File: src/rtl/pcm_frame_tx.sv
module pcm_frame_tx #(
  parameter int WORD_W = 32,
  parameter int CNT_W  = 4
) (
  input  logic              clk,
  input  logic              rst_n,
  input  logic              tx_en,
  input  logic              cfg_wlen32,
  input  logic              cfg_dual,
  input  logic [CNT_W-1:0]  cfg_cnt1,
  input  logic [CNT_W-1:0]  cfg_cnt2,
  input  logic              cfg_delay1,
  input  logic              cfg_bclk_inv,
  input  logic              cfg_fs_low,
  input  logic              bclk,
  input  logic              fsync,
  input  logic              in_valid,
  input  logic [WORD_W-1:0] in_word,
  output logic              in_take,
  output logic              underrun_o,
  output logic              sd_o
);
  localparam int HALF_W = WORD_W / 2;
  localparam int BIT_W  = $clog2(WORD_W);

  logic              bclk_q, fs_q, busy, pend, dly, phase;
  logic [CNT_W-1:0]  wcnt;
  logic [BIT_W-1:0]  bcnt;
  logic [WORD_W-1:0] sh;

  wire edge_seen  = bclk != bclk_q;
  wire launch     = edge_seen && (bclk == cfg_bclk_inv);
  wire capture    = edge_seen && (bclk != cfg_bclk_inv);
  wire fs_act     = fsync ^ cfg_fs_low;
  wire start      = capture && fs_act && !fs_q && tx_en;

  wire [BIT_W-1:0] last_bit = cfg_wlen32 ? BIT_W'(WORD_W - 1) : BIT_W'(HALF_W - 1);
  wire [CNT_W-1:0] ph_last  = phase ? cfg_cnt2 : cfg_cnt1;
  wire word_end   = busy && (bcnt == last_bit);
  wire more_words = wcnt != ph_last;
  wire next_phase = !phase && cfg_dual;
  wire begin_word = launch && ((pend && !dly) || (word_end && (more_words || next_phase)));

  wire [WORD_W-1:0] aligned = cfg_wlen32 ? in_word : {in_word[HALF_W-1:0], {HALF_W{1'b0}}};

  assign in_take    = tx_en && begin_word && in_valid;
  assign underrun_o = tx_en && begin_word && !in_valid;
  assign sd_o       = sh[WORD_W-1];

  always_ff @(posedge clk or negedge rst_n) begin
    if (!rst_n) begin
      bclk_q <= 1'b0;
      fs_q   <= 1'b0;
      busy   <= 1'b0;
      pend   <= 1'b0;
      dly    <= 1'b0;
      phase  <= 1'b0;
      wcnt   <= '0;
      bcnt   <= '0;
      sh     <= '0;
    end else begin
      bclk_q <= bclk;
      if (capture) fs_q <= fs_act;
      if (!tx_en) begin
        busy  <= 1'b0;
        pend  <= 1'b0;
        dly   <= 1'b0;
        phase <= 1'b0;
        wcnt  <= '0;
        bcnt  <= '0;
        sh    <= '0;
      end else if (start) begin
        pend  <= 1'b1;
        dly   <= cfg_delay1;
        busy  <= 1'b0;
        phase <= 1'b0;
        wcnt  <= '0;
        bcnt  <= '0;
      end else if (launch) begin
        if (begin_word) begin
          sh   <= in_valid ? aligned : '0;
          bcnt <= '0;
          busy <= 1'b1;
          pend <= 1'b0;
          if (!pend) begin
            if (more_words) begin
              wcnt <= wcnt + CNT_W'(1);
            end else begin
              phase <= 1'b1;
              wcnt  <= '0;
            end
          end
        end else if (pend) begin
          sh  <= '0;
          dly <= 1'b0;
        end else if (word_end) begin
          busy <= 1'b0;
          sh   <= '0;
        end else if (busy) begin
          sh   <= sh << 1;
          bcnt <= bcnt + BIT_W'(1);
        end
      end
    end
  end
endmodule

File: config.mk
export PLATFORM = sky130hd
export DESIGN_NAME = pcm_frame_tx
export DESIGN_NICKNAME = d
export VERILOG_FILES = /design/src/rtl/pcm_frame_tx.sv
export SDC_FILE = /design/constraint.sdc
export NUM_CORES = 1
export LEC_CHECK = 0
export BUFFER_PORTS_ARGS = -buffer_cell sky130_fd_sc_hd__buf_2
export CAP_MARGIN = 20
export CORE_UTILIZATION = 48
export DETAILED_ROUTE_END_ITERATION = 10
export MAX_ROUTING_LAYER = met4
export PLACE_DENSITY = 0.74
export SKIP_LAST_GASP = 1
export SLEW_MARGIN = 20
export SYNTH_ARGS = -nofsm -noshare
export SYNTH_HDL_FRONTEND = slang
export SYNTH_SLANG_ARGS = --single-unit
export TNS_END_PERCENT = 50
File: constraint.sdc
create_clock -name clk -period 3.2 [get_ports clk]
set_input_delay 0 -clock clk [delete_from_list [all_inputs] [get_ports clk]]
set_output_delay 0 -clock clk [all_outputs]
set_load 0.02 [all_outputs]
Word level (Yosys, flattened, before mapping)
Cells that the tools add are included.

Logic and storage cells: 101. Register bits: 47. Bits of input ports: 51.

Eq/ne operators: 18. Reductions and logical operators: 26. Mux-type cells: 45. Add/sub/neg operators: 2. Bitwise operators: 1.

Operators by type and width (number): $mux W32 (9); $mux W5 (8); $mux W4 (7); $mux W1 (21); $logic_and A1 B1 Y1 (13); $reduce_and A3 Y1 (4); $ne A3 B1 Y1 const B (3); $ne A4 B1 Y1 const B (2); $reduce_and A4 Y1 (2); $ne A3 B3 Y1 const B (2); $add A5 B1 Y5 const B (1); $eq A5 B5 Y1 (1); $ne A5 B1 Y1 const B (1); $add A4 B1 Y4 const B (1); $logic_not A1 Y1 (4); $ne A4 B2 Y1 const B (1); $ne A4 B3 Y1 const B (1); $ne A4 B4 Y1 (1); $ne A3 B2 Y1 const B (1); $logic_or A1 B1 Y1 (2); $ne A1 B1 Y1 (2); $ne A2 B1 Y1 const B (1); $ne A2 B2 Y1 const B (1); $reduce_and A2 Y1 (1); other kinds (2) (2).

Logic depth before layout (Yosys ltp)
Word-level depth: 10. Gate-level depth with buffers: 8.

Worst setup path before layout
Ideal clock, no wire load.

Path kind: flip-flop to output port. From: reg wcnt[3]. To: out underrun_o. Arrival: 2069 ps. Stages on the path, launching flop included: 9. Buffers on the path: 3. Setup slack: 1131 ps. Cells stage by stage: dfrtp_1 > buf_4 > xnor2_1 > a22o_1 > and4_1 > buf_4 > o22a_1 > buf_6 > nor3b_1.

Cells in the longest elaborated chain, start to end: 7.

Ends and longest elaborated chain: start, declared (line 27) `logic [CNT_W-1:0] wcnt;`; start signal, assigned (line 87) `wcnt <= wcnt + CNT_W'(1);`; $ne A4 B4 Y1 (line 40) `wire more_words = wcnt != ph_last;`; $logic_or A1 B1 Y1 (line 42) `wire begin_word = launch && ((pend && !dly) || (word_end && (more_words || next_phase)));`; $logic_and A1 B1 Y1 (line 42); $logic_or A1 B1 Y1 (line 42); $logic_and A1 B1 Y1 (line 42); $logic_and A1 B1 Y1 (2 in a row) (line 47) `assign underrun_o = tx_en && begin_word && !in_valid;`; end, declared (line 20) `output logic underrun_o,`.

No other way between the ends.

Worst setup path after layout
From: reg phase. To: out in_take.

Cells in the longest elaborated chain, start to end: 8.

Ends and longest elaborated chain: start, declared (line 26) `logic bclk_q, fs_q, busy, pend, dly, phase;`; start signal, assigned (line 57) `phase <= 1'b0;`; start signal, assigned (line 68) `phase <= 1'b0;`; start signal, assigned (line 76) `phase <= 1'b0;`; $mux W4 / $logic_not A1 Y1 (equally long branches) (line 38, 41); $ne A4 B4 Y1 / $logic_and A1 B1 Y1 (equally long branches) (line 40, 41); $logic_or A1 B1 Y1 (*) (line 42); $logic_and A1 B1 Y1 (*) (line 42); $logic_or A1 B1 Y1 (*) (line 42); $logic_and A1 B1 Y1 (*) (line 42); $logic_and A1 B1 Y1 (*) (2 in a row) (line 46) `assign in_take = tx_en && begin_word && in_valid;`; end, declared (line 19) `output logic in_take,`.

Mark *: on every way between the ends. The rest lies on a longest branch, timed or not.

==> reports/results.tsv <==
metric	value	unit
wl_met3	267	um
place_congestion	0.9198	
die_w	78.87	um
die-area	6220	um^2
ys_ff_latch	47	
n_antenna_cell	0	
wirelength	6096	um
root_buffer	clkbuf_8	
total_power	0.001180	W
drive_gt1_share	23.15	%
crit_family	simple AND/OR/NAND/NOR gates	
firstDrtPassIters	4	
synth.distinct_cells	59	
rows	27	
grt_pass1_vias	2216	
cts_tree	yes	
postSynthCellCount	262	
path_cells	mux2i_1 -> xor2_1 -> and4_1 -> o22a_1 -> and3b_1 -> buf_2	
synth_common_cells	47 x dfrtp_1, 20 x mux2i_1, 17 x a22o_1, 17 x o31ai_1, 16 x a21o_1	
drtIter0Drc	161	
slew_headroom	56.02	%
drc	0	
worst_pin_slew	659.1	ps
routed.top_layer	met4	
path_clk_slew	90	ps
num_vias	2323	
cts.sinks	47	
holdCritPathClass	in -> reg	
io_buffer_count	53	
rsz0062_at_grt	no	
synth_area_per_cell	10.83	um^2
viasPerCell	5.866	
maxClockFrequency	412.1	MHz
coreArea	5608	um^2
synth_top_area_share	41.46	%
cp.arrival	2430	ps
critPathCaptureType	primary output	
startpoint_type	flip-flop	
fin_crit_sh	75.83	%
post-synth-top-count-cell	dfrtp_1	
htreeDepth	2	
required	3200	ps
synth_area_leaders	dfrtp_1 41%, mux2i_1 7.1%, a22o_1 5.2%	
dpl_cell_area	3084	um^2
clk_path_buf_depth	2	
ioPinCount	54	
chipHeight	78.87	um
skew	7.598	ps
grt_max_degree	48	
powerDensity	349.5	nW/um^2
yosysWarningCount	0	
syn_area	2836	um^2
crit_buf_inv	1	
synth_edf_count	0	
syn_nets	315	
crit_path_top_delay_cell	dfrtp_1	
grt_overflow	0	
seq_area_frac_synth	41.46	%
post_cts_buffers	0	
hpwl	4113	um
hold_viol	0	
grt_use_total	21.97	%
crit_fanout	10	
clkLatencyLatePin	310	ps
synthFlopType	dfrtp_1	
fin_nets	376	
async_flop_share	100.0	%
fin_tns_setup	0	ps
drv_slew	0	
ant_nets	0	
setup_viol	0	
drt-met1-wl	2868	um
period_minus_slack	2426	ps
dr_wl_met2	2885	um
slowest_delay	520	ps
critical_path_class	reg -> out	
grt_pass1_wl	10420	um
status	complete, no violations	
p_leak	1.679	nW
finalInstanceArea	3376	um^2
ctsResizeCount	0	
synth_area_leader_cell	dfrtp_1	
area_growth	19.01	%
ir_worst_vdd	0.2175	mV
maxCapViolCount	0	
antenna_found_initial	0	
wl_per_cell	15.39	um
start_util	50.58	%
cts_buffers	5	
-- per-stage QoR --
stage	hold slack (ps)	instances	util, %	setup WS [ps]
after floorplan	-295.6	262	-	1131
after detailed placement	217.9	369	55.00	877.7
after global placement	215.3	369	55.00	969.1
after CTS	4.702	396	60.15	745.1
final	7.066	396	60.20	773.6
after global routing	18.94	396	60.20	564.3
-- worst paths after layout --
check,startpoint,endpoint,slack (ps),depth (start not counted)
min in group asynchronous,rst_n,sh[10],230,2
setup reg to reg,phase,sh[28],890,6
hold reg to reg,sh[28],sh[29],510,2
hold / removal,in_valid,sh[0],7,3
max in group asynchronous,rst_n,bcnt[0],2580,2
setup / recovery,phase,in_take,770,6
-- tightest hold or removal path, stage by stage --
cell,delay (ps)
buf_2,130
nand4_1,80
o21ai_0,70
-- power by group --
group	total [W]	switching (W)	leakage [nW]	internal (W)
sequential	0.000612	0.00000863	0.650	0.000603
combinational	0.000181	0.000100	0.982	0.0000805
clock	0.000387	0.000211	0.0474	0.000177
-- layout by cell type, fill, tap and decap left out, types with 3 or more instances in the layout --
cell and n:
a21o_1 16, a21oi_1 6, a22o_1 17, a22oi_1 15, a32o_1 3, buf_2 52
buf_4 5, clkbuf_8 6, dfrtp_1 47, dlygate4sd3_1 19, inv_1 6, mux2i_1 20
nand2_1 7, nand2b_1 4, nand3_1 3, nand3b_1 3, nor2_1 5, nor2b_1 3
nor3_1 5, o211ai_1 5, o21ai_0 6, o31ai_1 17, xor2_1 5
-- per-layer routing --
layer	vias up	track usage [%]
met5	-	-
met4	0	6.182
met3	5	4.138
met2	59	35.30
met1	1127	28.54
li1	1132	-
-- cell type report --
type / instances / area, um^2
well taps: 72 / 90.09
repair buffers: 76 / 488.0
clock inverters: 2 / 16.27
inverters: 6 / 22.52
clock buffers: 6 / 82.58
flip-flops and latches: 47 / 1176
fillers: 502 / 2232
multi-input cells: 187 / 1500
-- repair_timing --
item / in CTS / in global routing
hold buffers: 19 / 0
setup endpoints to repair: 0 / 0
hold endpoints to repair: 65 / 0
-- flip-flops by register name, indices dropped and copies added (netlist names) --
name and cells:
sh 32, bcnt 5, wcnt 4, bclk_q 1, busy 1, dly 1
fs_q 1, pend 1, phase 1
-- logic make-up (layout without fill, tap and decap cells) --
| group | after synthesis | count (layout) | share of synthesized area [%] |
|---|---|---|---|
| AOI/OAI and AO/OA | 105 | 105 | 29.07 |
| and+or+nand+nor | 52 | 52 | 12.22 |
| DFF | 47 | 47 | 41.46 |
| buffers and inverters | 28 | 90 | 6.175 |
| muxes | 20 | 20 | 7.058 |
| xor gates and xnor gates | 8 | 8 | 3.132 |
| adders and majority gates | 2 | 2 | 0.8821 |
Note: power is estimated with default switching activity, not from simulation.
